[src/rtl/mem_tap_pkg.sv]
package mem_tap_pkg;

    localparam int IR_W = 3;
    localparam logic [IR_W-1:0] IR_CAPTURE = 3'b001;

    typedef enum logic [3:0] {
        ST_RESET, ST_IDLE,
        ST_SEL_DR, ST_CAP_DR, ST_SHF_DR, ST_EX1_DR, ST_PAU_DR, ST_EX2_DR, ST_UPD_DR,
        ST_SEL_IR, ST_CAP_IR, ST_SHF_IR, ST_EX1_IR, ST_PAU_IR, ST_EX2_IR, ST_UPD_IR
    } tap_state_e;

    typedef enum logic [IR_W-1:0] {
        OP_ZERO     = 3'b000,
        OP_IDENT    = 3'b001,
        OP_SCAN_HIZ = 3'b010,
        OP_RES_A    = 3'b011,
        OP_SCAN     = 3'b100,
        OP_VENDOR   = 3'b101,
        OP_RES_B    = 3'b110,
        OP_PASS     = 3'b111
    } tap_op_e;

    typedef enum logic [1:0] {PATH_PASS, PATH_IDENT, PATH_RING} dr_path_e;

    typedef struct packed {
        dr_path_e path;
        logic     hiz;
    } op_decode_t;

    function automatic tap_state_e tap_next(input tap_state_e s, input logic tms);
        case (s)
            ST_RESET:  return tms ? ST_RESET  : ST_IDLE;
            ST_IDLE:   return tms ? ST_SEL_DR : ST_IDLE;
            ST_SEL_DR: return tms ? ST_SEL_IR : ST_CAP_DR;
            ST_CAP_DR: return tms ? ST_EX1_DR : ST_SHF_DR;
            ST_SHF_DR: return tms ? ST_EX1_DR : ST_SHF_DR;
            ST_EX1_DR: return tms ? ST_UPD_DR : ST_PAU_DR;
            ST_PAU_DR: return tms ? ST_EX2_DR : ST_PAU_DR;
            ST_EX2_DR: return tms ? ST_UPD_DR : ST_SHF_DR;
            ST_UPD_DR: return tms ? ST_SEL_DR : ST_IDLE;
            ST_SEL_IR: return tms ? ST_RESET  : ST_CAP_IR;
            ST_CAP_IR: return tms ? ST_EX1_IR : ST_SHF_IR;
            ST_SHF_IR: return tms ? ST_EX1_IR : ST_SHF_IR;
            ST_EX1_IR: return tms ? ST_UPD_IR : ST_PAU_IR;
            ST_PAU_IR: return tms ? ST_EX2_IR : ST_PAU_IR;
            ST_EX2_IR: return tms ? ST_UPD_IR : ST_SHF_IR;
            default:   return tms ? ST_SEL_DR : ST_IDLE;
        endcase
    endfunction

    function automatic op_decode_t decode_op(input tap_op_e op);
        op_decode_t d;
        d.hiz = 1'b0;
        case (op)
            OP_IDENT:    d.path = PATH_IDENT;
            OP_SCAN_HIZ: begin d.path = PATH_RING; d.hiz = 1'b1; end
            OP_SCAN:     d.path = PATH_RING;
            default:     d.path = PATH_PASS;
        endcase
        return d;
    endfunction

endpackage

[src/rtl/mem_tap_fsm.sv]
module mem_tap_fsm
    import mem_tap_pkg::*;
(
    input  logic       tck,
    input  logic       rst,
    input  logic       tms,
    output tap_state_e state
);
    always_ff @(posedge tck) begin
        if (rst) state <= ST_RESET;
        else     state <= tap_next(state, tms);
    end
endmodule

[src/rtl/mem_tap_ir.sv]
module mem_tap_ir
    import mem_tap_pkg::*;
(
    input  logic       tck,
    input  logic       rst,
    input  tap_state_e state,
    input  logic       tdi,
    output logic       ir_lsb,
    output tap_op_e    active_op
);
    logic [IR_W-1:0] ir_sr;

    always_ff @(posedge tck) begin
        if (rst)                    ir_sr <= IR_CAPTURE;
        else if (state == ST_CAP_IR) ir_sr <= IR_CAPTURE;
        else if (state == ST_SHF_IR) ir_sr <= {tdi, ir_sr[IR_W-1:1]};
    end

    always_ff @(negedge tck) begin
        if (state == ST_RESET)       active_op <= OP_IDENT;
        else if (state == ST_UPD_IR) active_op <= tap_op_e'(ir_sr);
    end

    assign ir_lsb = ir_sr[0];
endmodule

[src/rtl/mem_tap_dr.sv]
module mem_tap_dr
    import mem_tap_pkg::*;
#(
    parameter int          BSR_LEN  = 16,
    parameter logic [31:0] ID_VALUE = 32'h0B3C_5A71
) (
    input  logic               tck,
    input  logic               rst,
    input  tap_state_e         state,
    input  dr_path_e           path,
    input  logic               tdi,
    input  logic [BSR_LEN-1:0] ring_in,
    output logic               dr_lsb
);
    localparam int ID_W = 32;

    logic               pass_q;
    logic [ID_W-1:0]    id_q;
    logic [BSR_LEN-1:0] ring_q;
    logic [BSR_LEN-1:0] ring_shifted;

    generate
        if (BSR_LEN == 1) begin : g_ring_one
            assign ring_shifted = tdi;
        end else begin : g_ring_many
            assign ring_shifted = {tdi, ring_q[BSR_LEN-1:1]};
        end
    endgenerate

    always_ff @(posedge tck) begin
        if (rst) begin
            pass_q <= 1'b0;
            id_q   <= ID_VALUE;
            ring_q <= '0;
        end else if (state == ST_CAP_DR) begin
            case (path)
                PATH_IDENT: id_q   <= ID_VALUE;
                PATH_RING:  ring_q <= ring_in;
                default:    pass_q <= 1'b0;
            endcase
        end else if (state == ST_SHF_DR) begin
            case (path)
                PATH_IDENT: id_q   <= {tdi, id_q[ID_W-1:1]};
                PATH_RING:  ring_q <= ring_shifted;
                default:    pass_q <= tdi;
            endcase
        end
    end

    always_comb begin
        case (path)
            PATH_IDENT: dr_lsb = id_q[0];
            PATH_RING:  dr_lsb = ring_q[0];
            default:    dr_lsb = pass_q;
        endcase
    end
endmodule

[src/rtl/mem_scan_tap.sv]
module mem_scan_tap
    import mem_tap_pkg::*;
#(
    parameter int          BSR_LEN  = 16,
    parameter logic [31:0] ID_VALUE = 32'h0B3C_5A71
) (
    input  logic               tck,
    input  logic               rst,
    input  logic               tms,
    input  logic               tdi,
    input  logic [BSR_LEN-1:0] ring_in,
    output logic               tdo,
    output logic               tdo_en,
    output logic               mem_out_hiz
);
    tap_state_e state;
    tap_op_e    active_op;
    op_decode_t dec;
    logic       ir_lsb;
    logic       dr_lsb;

    mem_tap_fsm u_fsm (.tck(tck), .rst(rst), .tms(tms), .state(state));

    mem_tap_ir u_ir (
        .tck(tck), .rst(rst), .state(state), .tdi(tdi),
        .ir_lsb(ir_lsb), .active_op(active_op)
    );

    assign dec = decode_op(active_op);

    mem_tap_dr #(.BSR_LEN(BSR_LEN), .ID_VALUE(ID_VALUE)) u_dr (
        .tck(tck), .rst(rst), .state(state), .path(dec.path),
        .tdi(tdi), .ring_in(ring_in), .dr_lsb(dr_lsb)
    );

    always_ff @(negedge tck) begin
        tdo_en <= (state == ST_SHF_IR) || (state == ST_SHF_DR);
        tdo    <= (state == ST_SHF_IR) ? ir_lsb : dr_lsb;
    end

    assign mem_out_hiz = dec.hiz;
endmodule

[config.mk]
export PLATFORM = sky130hd
export DESIGN_NAME = mem_scan_tap
export DESIGN_NICKNAME = d
export VERILOG_FILES = /design/src/rtl/mem_tap_pkg.sv /design/src/rtl/mem_tap_fsm.sv /design/src/rtl/mem_tap_ir.sv /design/src/rtl/mem_tap_dr.sv /design/src/rtl/mem_scan_tap.sv
export SDC_FILE = /design/constraint.sdc
export NUM_CORES = 1
export LEC_CHECK = 0
export BUFFER_PORTS_ARGS = -buffer_cell sky130_fd_sc_hd__buf_2
export CAP_MARGIN = 20
export CORE_MARGIN = 1.5
export CORE_UTILIZATION = 59
export CTS_CLUSTER_SIZE = 20
export DETAILED_ROUTE_END_ITERATION = 6
export GPL_ROUTABILITY_DRIVEN = 0
export PLACE_DENSITY = 0.79
export REMOVE_ABC_BUFFERS = 1
export SETUP_SLACK_MARGIN = 0.5
export SYNTH_ARGS = -nofsm -noshare
export SYNTH_HDL_FRONTEND = slang
export SYNTH_SLANG_ARGS = --single-unit
[constraint.sdc]
create_clock -name tck -period 2.09 [get_ports tck]
set_clock_uncertainty 0.05 [all_clocks]
set_input_delay 0.3135 -clock tck [delete_from_list [all_inputs] [get_ports tck]]
set_output_delay 0.3135 -clock tck [all_outputs]
set_load 0.03 [all_outputs]
**Word level (Yosys, flattened, before mapping)**

Index checks and enable logic that the tools add are counted.

- Bits in registers: 61
- Output and inout port bits: 3
- Logic and storage cells: 68

- Equal/unequal tests: 20
- Mux-type cells: 29
- Reduce and logical (&&, ||, !) cells: 11

Operators with widths:

| operator | number |
|---|---|
| $mux W32 | 4 |
| $mux W16 | 4 |
| $pmux W4 S11 | 1 |
| $eq A4 B4 Y1 const B | 7 |
| $eq A4 B3 Y1 const B | 4 |
| $mux W4 | 4 |
| $reduce_or A2 Y1 | 5 |
| $mux W1 | 9 |
| $eq A4 B2 Y1 const B | 2 |
| $mux W2 | 3 |
| $mux W3 | 2 |
| $logic_not A4 Y1 | 1 |
| $ne A2 B2 Y1 const B | 2 |
| $pmux W2 S2 | 1 |
| $reduce_and A2 Y1 | 2 |
| $eq A3 B1 Y1 const B | 1 |
| $eq A3 B2 Y1 const B | 1 |
| $eq A3 B3 Y1 const B | 1 |
| $reduce_and A3 Y1 | 1 |
| $eq A2 B1 Y1 const B | 1 |
| $eq A2 B2 Y1 const B | 1 |
| $pmux W1 S2 | 1 |
| $reduce_bool A2 Y1 | 1 |
| $logic_or A1 B1 Y1 | 1 |

**Depth between registers and ports, before layout**

Gate-level depths: netlist of run 1.

- Depth after elaboration: 8
- Gate-level depth with buffers: 9
- Gate-level depth less buffers: 7

**Hierarchy**

A second synthesis of run 1 with hierarchy kept.

- Cell total of the unflattened synthesis: 303
- Area total of the unflattened synthesis: 2909.0 µm²

Modules (own cells, without submodules):

| module | times used | cells each | area an instance (µm²) | sequential area each (µm²) |
|---|---|---|---|---|
| mem_tap_dr | 1 | 225 | 2250.9 | 980.9 |
| mem_tap_fsm | 1 | 37 | 291.5 | 80.1 |
| mem_tap_ir | 1 | 30 | 261.5 | 120.1 |
| mem_scan_tap | 1 | 11 | 105.1 | 40.0 |

==> flow_summary.yaml, run 1 <==
yosys:
  syn-cell-area_sq_um: 2880
  synth_commonest_cells: "61 x dfxtp_1, 37 x mux2i_1, 35 x nand2b_1, 22 x nor2_1, 19 x o22ai_1"
  synth_top_cell_by_area: "dfxtp_1"
  synth_edf_count: 0
  yosysUniqueCellTypes: 43
  async_reset_ff_share_pct: 0
  syn_avg_cell_area_sq_um: 9.39
  postSynthCellCount: 307
  netlist.area_leader.share_pct: 42.3
  yosysSeqAreaShare_pct: 42.3
  ys_ff_latch: 61
  synthFlopType: "dfxtp_1"
  ys_warn_count: 0
  synth_area_leaders: "dfxtp_1 42%, mux2i_1 13%, nand2b_1 7.6%"
  synth_most_common_cell: "dfxtp_1"
layout:
  final_area_sq_um: 3720
  area_growth_pct: 29.0
  nFillCells: 306
  layout-drive-gt1-share_pct: 33.5
  layoutNonFillerInstCount: 425
  num_antenna_cells: 0
  fin_nets: 375
placement:
  portBuffers: 22
  placedCellCount: 397
  dpl_cell_area_sq_um: 3190
  hpwl_um: 3740
hold_path:
  hp-class: "input pin to flip-flop"
global_routing:
  grt_pass1_wl_um: 10800
  grt-busiest-layer: "met2"
  grt_max_degree: 44
  grt_use_met1_pct: 31.9
  antenna_found_initial: 0
  overflow: 0
  use_met2_pct: 43.7
  grt_pass1_vias: 2387
  gr-usage-all-layers_pct: 26.9
  grtUsageMet3_pct: 5.39
power_and_ir_drop:
  power_density_nw_per_um2: 708
  power_mw: 2.64
  power.leakage_nw: 1.41
  peakVddDrop_mv: 0.563
cts:
  root_buffer: "clkbuf_8"
  numCtsBuffers: 9
  cts_tree: "done"
  htreeDepth: 3
  clk_pin_slew_ps: 60
  cts_num_sinks: 61
  clock_path_buffers: 2
  clkLatencyLatePin_ps: 390
sta:
  max_slew_margin_pct: 55.4
  worstMarginPinSlew_ps: 669
  hold_viol: 0
  tns_ps: -36090
  setup_violations: 56
  slew_viol_final: 0
  rsz0062_at_grt: "true"
  setup_slack_ps: -797
floorplan:
  die_area_sq_um: 5320
  ios: 23
  initial_core_util_pct: 61.1
  fp-row-count: 25
  coreArea_sq_um: 4720
  die_x_um: 72.9
  fp.dieH_um: 72.9
drt:
  first_pass_iters: 5
  drtIter0Drc: 166
  viasPerCell: 5.81
  final_antenna_net_count: 0
  wl_per_cell_um: 16.4
  totalWireLength_um: 6990
  vias: 2468
  drc_errors: 0
job:
  cap_violations: 0
worst_setup_path:
  regToRegSetupSlack_ps: -800
  path_class: "flip-flop to flip-flop"
  crit_arrival_ps: 3060
  endpoint_kind: "flip-flop"
  crit_required_ps: 2270
  cp-start-kind: "flip-flop"
  cp_max_fo: 7
run_status:
  failed_checks: "negative setup slack"
  outcome: "finished, violations left"
## cell families after synthesis
logic type      synth area share [%]
buf+inv                         6.20
compound gates                  12.1
mux                             15.2
fa+ha+maj                      0.868
flops                           42.3
simple gates                    22.7
xor+xnor                       0.607
## per-stage QoR
step / util, % / hold slack, ps / worst slack (ps)
floorplan: - / 333 / -1470
global placement: 67.5 / 394 / -681
detailed placement: 67.5 / 418 / -732
CTS: 76.7 / 207 / -658
global route: 78.8 / 232 / -833
finish: 78.8 / 217 / -797
## layout make-up
class	instances	area [sq um]	share of cell area [%]
clock buffer	9	124	3.33
clock inverter	12	78.8	2.12
inverter	7	28.8	0.773
multi-input combinational	211	1640	44.0
sequential	61	1230	33.1
tap	67	83.8	2.25
timing repair buffer	58	534	14.4
## placed cells by master (no fill, tap or decap), types with 8 or more instances in the layout
cell,count
buf_2,19
buf_4,20
buf_6,9
clkbuf_8,9
dfxtp_1,52
dfxtp_2,9
inv_1,9
mux2i_1,37
nand2b_1,35
nor2_1,22
nor3_1,8
o22ai_1,13
## critical path, cell delays in order, from the launching register on
cell	delay (ps)
dfxtp_2	350
xor2_1	230
and2_4	210
inv_4	40
ha_4	150
o21a_4	140
buf_16	140
buf_8	130
o31a_1	230
## timing repair
| action | 4_1_cts | 5_1_grt |
|---|---|---|
| gates resized for setup | 55 | 19 |
| cloned | 1 | 0 |
| buffers inserted | 6 | 1 |
| setup endpoints to repair | 57 | 57 |
| hold endpoints to repair | 0 | 0 |
| hold buffers | 0 | 0 |
| pin swaps | 10 | 4 |
## sequential cells by signal, summed over array words and instances (netlist names)
name / count
tdo: 1
tdo_en: 1
u_dr.id_q: 32
u_dr.pass_q: 1
u_dr.ring_q: 16
u_fsm.state: 4
u_ir.active_op: 3
u_ir.ir_sr: 3
## metal layers
layer	routed length, um	share of wire [%]
met5	0	0
met3	291	4.2
met2	3550	51
met1	2940	42
met4	209	3.0
## path summary, 6_finish.rpt
| kind | to | startpoint | cells past startpoint |
|---|---|---|---|
| hold / removal | u_ir.ir_sr[2]$_SDFFE_PP0P_ | tdi | 3 |
| hold reg to reg | u_dr.id_q[3]$_SDFFE_PP0P_ | u_dr.id_q[3]$_SDFFE_PP0P_ | 2 |
| setup / recovery | u_dr.id_q[18]$_SDFFE_PP1P_ | u_ir.active_op[2]$_SDFFE_NN0N_ | 8 |
| setup reg to reg | u_dr.id_q[18]$_SDFFE_PP1P_ | u_ir.active_op[2]$_SDFFE_NN0N_ | 8 |
## power by group
| group | switching, mW | internal (mW) | leakage (nW) |
|---|---|---|---|
| combinational | 0.183 | 0.176 | 0.773 |
| sequential | 0.0245 | 1.21 | 0.496 |
| clock | 0.498 | 0.549 | 0.137 |
| total | 0.705 | 1.93 | 1.41 |
Note: power is estimated with default switching activity, not from simulation.
==> inputs of run 2 (changes only) <==
--- a/config.mk
+++ b/config.mk
@@ -5,16 +5,17 @@
 export SDC_FILE = /design/constraint.sdc
 export NUM_CORES = 1
 export LEC_CHECK = 0
-export BUFFER_PORTS_ARGS = -buffer_cell sky130_fd_sc_hd__buf_2
 export CAP_MARGIN = 20
 export CORE_MARGIN = 1.5
-export CORE_UTILIZATION = 59
+export CORE_UTILIZATION = 60
 export CTS_CLUSTER_SIZE = 20
 export DETAILED_ROUTE_END_ITERATION = 6
+export DONT_BUFFER_PORTS = 1
 export GPL_ROUTABILITY_DRIVEN = 0
-export PLACE_DENSITY = 0.79
+export PLACE_DENSITY = 0.76
 export REMOVE_ABC_BUFFERS = 1
 export SETUP_SLACK_MARGIN = 0.5
 export SYNTH_ARGS = -nofsm -noshare
 export SYNTH_HDL_FRONTEND = slang
 export SYNTH_SLANG_ARGS = --single-unit
+export TNS_END_PERCENT = 30
==> constraint.sdc (replaced) <==
create_clock -name tck -period 3 [get_ports tck]
set_clock_uncertainty 0.05 [all_clocks]
set_input_delay 0.45 -clock tck [delete_from_list [all_inputs] [get_ports tck]]
set_output_delay 0.45 -clock tck [all_outputs]
set_load 0.03 [all_outputs]
==> run 2 against run 1 <==
  * The flow still finishes with violations (negative setup slack)
  * Hold slack worse by 72 ps
  * Final cell count down 8.7%
  * Via count down 5.3%
  * Largest cell class unchanged
==> flow_summary.yaml, run 2 (same netlist as run 1, synthesis figures left out) <==
layout:
  mostFrequentLayoutCell: "dfxtp_1"
  largest_reg_flops: 32
  final_util_pct: 77.2
  top_register: "u_dr.id_q"
  fin_nets: 351
  layout-drive-gt1-share_pct: 29.0
  reg_top3: "u_dr.id_q x32, u_dr.ring_q x16, u_fsm.state x4"
  num_antenna_cells: 0
  area_growth_pct: 24.7
  final_cell_mix: "53 x dfxtp_1, 36 x mux2i_1, 35 x nand2b_1, 22 x nor2_1, 16 x buf_4"
drt:
  final_antenna_net_count: 0
  vias: 2338
  wl_per_cell_um: 17.3
  first_pass_iters: 4
  viasPerCell: 6.03
  drc_errors: 0
  drtIter0Drc: 104
  totalWireLength_um: 6710
floorplan:
  fp-row-count: 25
  initial_core_util_pct: 61.9
  coreArea_sq_um: 4660
  fp.dieH_um: 72.3
  ios: 23
  die_area_sq_um: 5230
  die_x_um: 72.3
cts:
  clk_pin_slew_ps: 70
  ctsHoldBuffers: 0
  cts_tree: "done"
  root_buffer: "clkbuf_8"
  htreeDepth: 3
  numCtsBuffers: 9
  clkLatencyLatePin_ps: 390
  cts_num_sinks: 61
  clock_path_buffers: 2
hold_path:
  hp-class: "input pin to flip-flop"
worst_setup_path:
  cpMaxStageDelayCell: "or3_4"
  cp_num_buf_inv: 2
  cp_max_fo: 7
  cpPeakStageDelay_ps: 410
  critical_path.cell_chain: "or3_4 > inv_4 > ha_4 > o21a_4 > buf_12 > mux2_4"
  path_class: "flip-flop to flip-flop"
  crit_required_ps: 3190
  cp-start-kind: "flip-flop"
  crit_arrival_ps: 3430
  crit_family: "simple AND/OR/NAND/NOR gates"
  endpoint_kind: "flip-flop"
sta:
  whs_ps: 146
  hold_viol: 0
  setup_slack_ps: -241
  setup_violations: 50
  worstMarginPinSlew_ps: 899
  tns_ps: -9200
  rsz0062_at_grt: "true"
  max_slew_margin_pct: 39.8
  slew_viol_final: 0
global_routing:
  grt_pass1_wl_um: 10100
  grt_max_degree: 71
  grtUsageMet3_pct: 8.33
  antenna_found_initial: 0
  use_met2_pct: 40.3
  grt_use_met1_pct: 31.1
  gr-usage-all-layers_pct: 25.4
  grt-busiest-layer: "met2"
  grt_pass1_vias: 2187
  overflow: 0
placement:
  hpwl_um: 3640
  portBuffers: 0
  pre_cts_ws_ps: -287
job:
  cap_violations: 0
run_status:
  failed_checks: "negative setup slack"
  outcome: "finished, violations left"
power_and_ir_drop:
  power_density_nw_per_um2: 505
  power.leakage_nw: 1.28
  power_mw: 1.82
  peakVddDrop_mv: 0.392
==> run 2: area by class of cell <==
cell class,instances,area [sq um]
repair buffers,34,378
well taps,54,67.6
fillers,331,1060
flip-flops and latches,61,1240
inverters,7,31.3
multi-input cells,211,1680
clock inverters,12,83.8
clock buffers,9,124
==> run 2: power breakdown <==
part / leakage, nW / internal, mW / switching (mW)
registers: 0.496 / 0.839 / 0.0183
clock network: 0.121 / 0.386 / 0.359
logic: 0.659 / 0.110 / 0.104
total: 1.28 / 1.33 / 0.482
==> run 2: stage by stage <==
step / area (sq um) / instances
2_1_floorplan: 2740 / 280
3_3_place_gp: 3020 / 360
3_5_place_dp: 3020 / 360
4_1_cts: 3390 / 384
5_1_grt: 3600 / 388
6_report: 3600 / 388
==> run 2: worst paths after layout <==
path | start | to | slack (ps) | cells after the start
worst min register to register | u_dr.id_q[3]$_SDFFE_PP0P_ | u_dr.id_q[3]$_SDFFE_PP0P_ | 420 | 2
worst max register to register | u_ir.active_op[2]$_SDFFE_NN0N_ | u_dr.id_q[7]$_SDFFE_PP0P_ | -240 | 6
worst min-delay path | rst | u_fsm.state[3]$_SDFF_PP0_ | 150 | 1
worst max-delay path | u_ir.active_op[2]$_SDFFE_NN0N_ | u_dr.id_q[7]$_SDFFE_PP0P_ | -240 | 6
==> run 2: layer usage <==
| metal | wire length, um | vias to the layer above |
|---|---|---|
| met5 | 0 | - |
| met4 | 159 | 0 |
| met3 | 260 | 16 |
| met2 | 3370 | 43 |
| met1 | 2910 | 1139 |
| li1 | - | 1140 |
==> run 2: timing repair <==
action                     CTS  global route
resized for setup           43            36
buffers inserted             2             3
setup endpoints to repair   57            57
pin swaps                    7            16
gates cloned                 2             1
==> inputs of run 3 (changes only) <==
--- a/config.mk
+++ b/config.mk
@@ -12,10 +12,12 @@
 export DETAILED_ROUTE_END_ITERATION = 6
 export DONT_BUFFER_PORTS = 1
 export GPL_ROUTABILITY_DRIVEN = 0
+export GPL_TIMING_DRIVEN = 0
 export PLACE_DENSITY = 0.76
 export REMOVE_ABC_BUFFERS = 1
 export SETUP_SLACK_MARGIN = 0.5
 export SYNTH_ARGS = -nofsm -noshare
 export SYNTH_HDL_FRONTEND = slang
+export SYNTH_HIERARCHICAL = 1
 export SYNTH_SLANG_ARGS = --single-unit
 export TNS_END_PERCENT = 30
==> run 3 against run 2 <==
  * Sequential cell count unchanged
  * Critical endpoint is now u_dr/id_q[5]$_SDFFE_PP1P_
  * Combinational power down 38%
  * Critical path type unchanged
  * The run still ends with negative setup slack left
  * Largest cell class unchanged
  * Synthesized cell count down 1.3%
  * Synthesized area up 0.87%
==> flow_summary.yaml, run 3 <==
yosys:
  ys_warn_count: 6
  async_reset_ff_share_pct: 0
  postSynthCellCount: 303
  synth-xor-area-share_pct: 0.602
  netlist.area_leader.share_pct: 42.0
  yosysSeqAreaShare_pct: 42.0
  synth_mux_area_share_pct: 16.1
  synth_most_common_cell: "dfxtp_1"
  ys_ff_latch: 61
  synth_edf_count: 0
  yosysUniqueCellTypes: 48
  synth_commonest_cells: "61 x dfxtp_1, 40 x mux2i_1, 33 x nand2b_1, 26 x nor2_1, 19 x o22ai_1"
  synthAdderAreaFrac_pct: 0.860
  syn-cell-area_sq_um: 2910
  syn_avg_cell_area_sq_um: 9.60
  yosys.area_share.simple_pct: 22.2
  synth_top_cell_by_area: "dfxtp_1"
  synth_top_family_by_area: "simple AND/OR/NAND/NOR gates"
  synthFlopType: "dfxtp_1"
  synth_area_leaders: "dfxtp_1 42%, mux2i_1 14%, nand2b_1 7.1%"
  synth-compound-area-share_pct: 12.5
sta:
  setup_violations: 49
  rsz0062_at_grt: "true"
  worstMarginPinSlew_ps: 1080
  hold_viol: 0
  setup_slack_ps: -290
  max_slew_margin_pct: 27.9
  slew_viol_final: 0
  tns_ps: -10840
  whs_ps: 134
drt:
  viasPerCell: 6.15
  drtIter0Drc: 212
  final_antenna_net_count: 0
  drc_errors: 0
  vias: 2268
  first_pass_iters: 4
  totalWireLength_um: 6320
  wl_per_cell_um: 17.1
floorplan:
  coreArea_sq_um: 4690
  initial_core_util_pct: 62.0
  die_area_sq_um: 5280
  ios: 23
  fp.dieH_um: 72.6
  die_x_um: 72.6
  fp-row-count: 25
global_routing:
  grt_max_degree: 74
  antenna_found_initial: 0
  grt_pass1_vias: 2155
  grt_pass1_wl_um: 10200
  overflow: 0
  gr-usage-all-layers_pct: 25.0
worst_setup_path:
  path_class: "flip-flop to flip-flop"
  cpPeakStageDelay_ps: 370
  cp-start-kind: "flip-flop"
  critical_path.cell_chain: "xnor2_2 > nor2_2 > inv_1 > ha_2 > a21boi_4 > buf_12 > buf_12 > buf_16 > mux2i_1"
  cpMostUsedCell: "buf_12"
  crit_arrival_ps: 3510
  cpMaxStageDelayCell: "dfxtp_4"
  endpoint_kind: "flip-flop"
  crit_required_ps: 3220
  cp_max_fo: 6
cts:
  root_buffer: "clkbuf_8"
  clkLatencyLatePin_ps: 380
  numCtsBuffers: 9
  clock_path_buffers: 2
  ctsHoldBuffers: 0
  htreeDepth: 3
  clk_pin_slew_ps: 80
  cts_tree: "done"
  cts_num_sinks: 61
placement:
  hpwl_um: 3190
  portBuffers: 0
hold_path:
  hp-class: "input pin to flip-flop"
power_and_ir_drop:
  power_density_nw_per_um2: 563
  peakVddDrop_mv: 0.364
  power.leakage_nw: 1.20
  power_mw: 1.97
layout:
  largest_reg_flops: 32
  final_cell_mix: "52 x dfxtp_1, 40 x mux2i_1, 33 x nand2b_1, 25 x nor2_1, 19 x o22ai_1"
  mostFrequentLayoutCell: "dfxtp_1"
  nFillCells: 297
  num_antenna_cells: 0
  layout-drive-gt1-share_pct: 20.6
  top_register: "u_dr/id_q"
  reg_top3: "u_dr/id_q x32, u_dr/ring_q x16, u_fsm/state x4"
  fin_nets: 332
  area_growth_pct: 20.0
job:
  cap_violations: 0
run_status:
  failed_checks: "negative setup slack"
  outcome: "finished, violations left"
-- run 3: changes by cell type after synthesis, sizes merged, moves of 3 or more --
cell    before  now
clkbuf      14   11
a21boi       0    3
nand3b       6    9
and4         3    0
nor2        22   26
a21oi       10    4
nor4b        4    1
o21ai       10    6
mux2i       37   40
o211ai       0    3
nand3        5    1
-- run 3: routing by layer --
layer	routed length [um]	track usage [%]	part of all wire (%)
met1	2860	31.7	45
met4	84	8.39	1.3
met3	273	7.46	4.3
met5	0	0	0
met2	3100	40.7	49
-- run 3: worst paths after layout --
path,to,startpoint,cells past startpoint,slack [ps]
setup / recovery,u_dr/id_q[5]$_SDFFE_PP1P_,u_ir/active_op[2]$_SDFFE_NN0N_,9,-290
hold / removal,u_fsm/state[0]$_SDFF_PP0_,rst,1,130
setup reg to reg,u_dr/id_q[5]$_SDFFE_PP1P_,u_ir/active_op[2]$_SDFFE_NN0N_,9,-290
hold reg to reg,u_dr/id_q[10]$_SDFFE_PP0P_,u_dr/id_q[10]$_SDFFE_PP0P_,2,430
-- run 3: per-stage QoR --
| stage | utilization [%] | cells | worst slack, ps | instance area, sq um |
|---|---|---|---|---|
| after floorplan | - | 280 | -2320 | 2780 |
| after global placement | 60.7 | 334 | -4530 | 2850 |
| after detailed placement | 62.0 | 337 | -769 | 2910 |
| after CTS | 73.6 | 368 | -299 | 3450 |
| after global routing | 74.4 | 369 | -387 | 3490 |
| final | 74.4 | 369 | -290 | 3490 |
-- run 3: logic make-up after synthesis --
| kind of cell | count (synthesis) |
|---|---|
| flops | 61 |
| fa+ha+maj | 2 |
| xor+xnor | 2 |
| simple gates | 109 |
| compound gates | 50 |
| mux | 46 |
| buf+inv | 33 |
-- run 3: critical path, delay by kind of cell (launching register included) --
| family | cells | cell delay [ps] |
|---|---|---|
| adder cells (fa/ha/maj) | 1 | 170 |
| AND/OR/NAND/NOR | 1 | 60 |
| buffers and inverters | 4 | 420 |
| AO/OA/AOI/OAI | 1 | 270 |
| XOR/XNOR | 1 | 160 |
| flip-flops | 1 | 370 |
| multiplexers | 1 | 180 |
-- run 3: cell type report --
cell class / instances / area, sq um / share of cell area [%]
timing repair buffer: 16 / 235 / 6.74
tap: 54 / 67.6 / 1.94
clock inverter: 11 / 131 / 3.76
inverter: 8 / 30.0 / 0.861
sequential: 61 / 1250 / 35.8
clock buffer: 10 / 149 / 4.27
multi-input combinational: 209 / 1630 / 46.6
-- run 3: what timing repair did --
action                                  in CTS  in global routing
pin swaps                                    3                 15
buffers inserted                            10                  1
gates resized for setup                     37                  9
gates cloned                                 2                  0
endpoints found under the setup margin      57                 57
-- run 3: report_power, final --
part | switching, mW | internal, mW | total (mW) | leakage [nW]
clock | 0.368 | 0.612 | 0.980 | 0.154
combinational | 0.0552 | 0.0775 | 0.133 | 0.544
sequential | 0.0278 | 0.825 | 0.853 | 0.498
total | 0.451 | 1.51 | 1.97 | 1.20
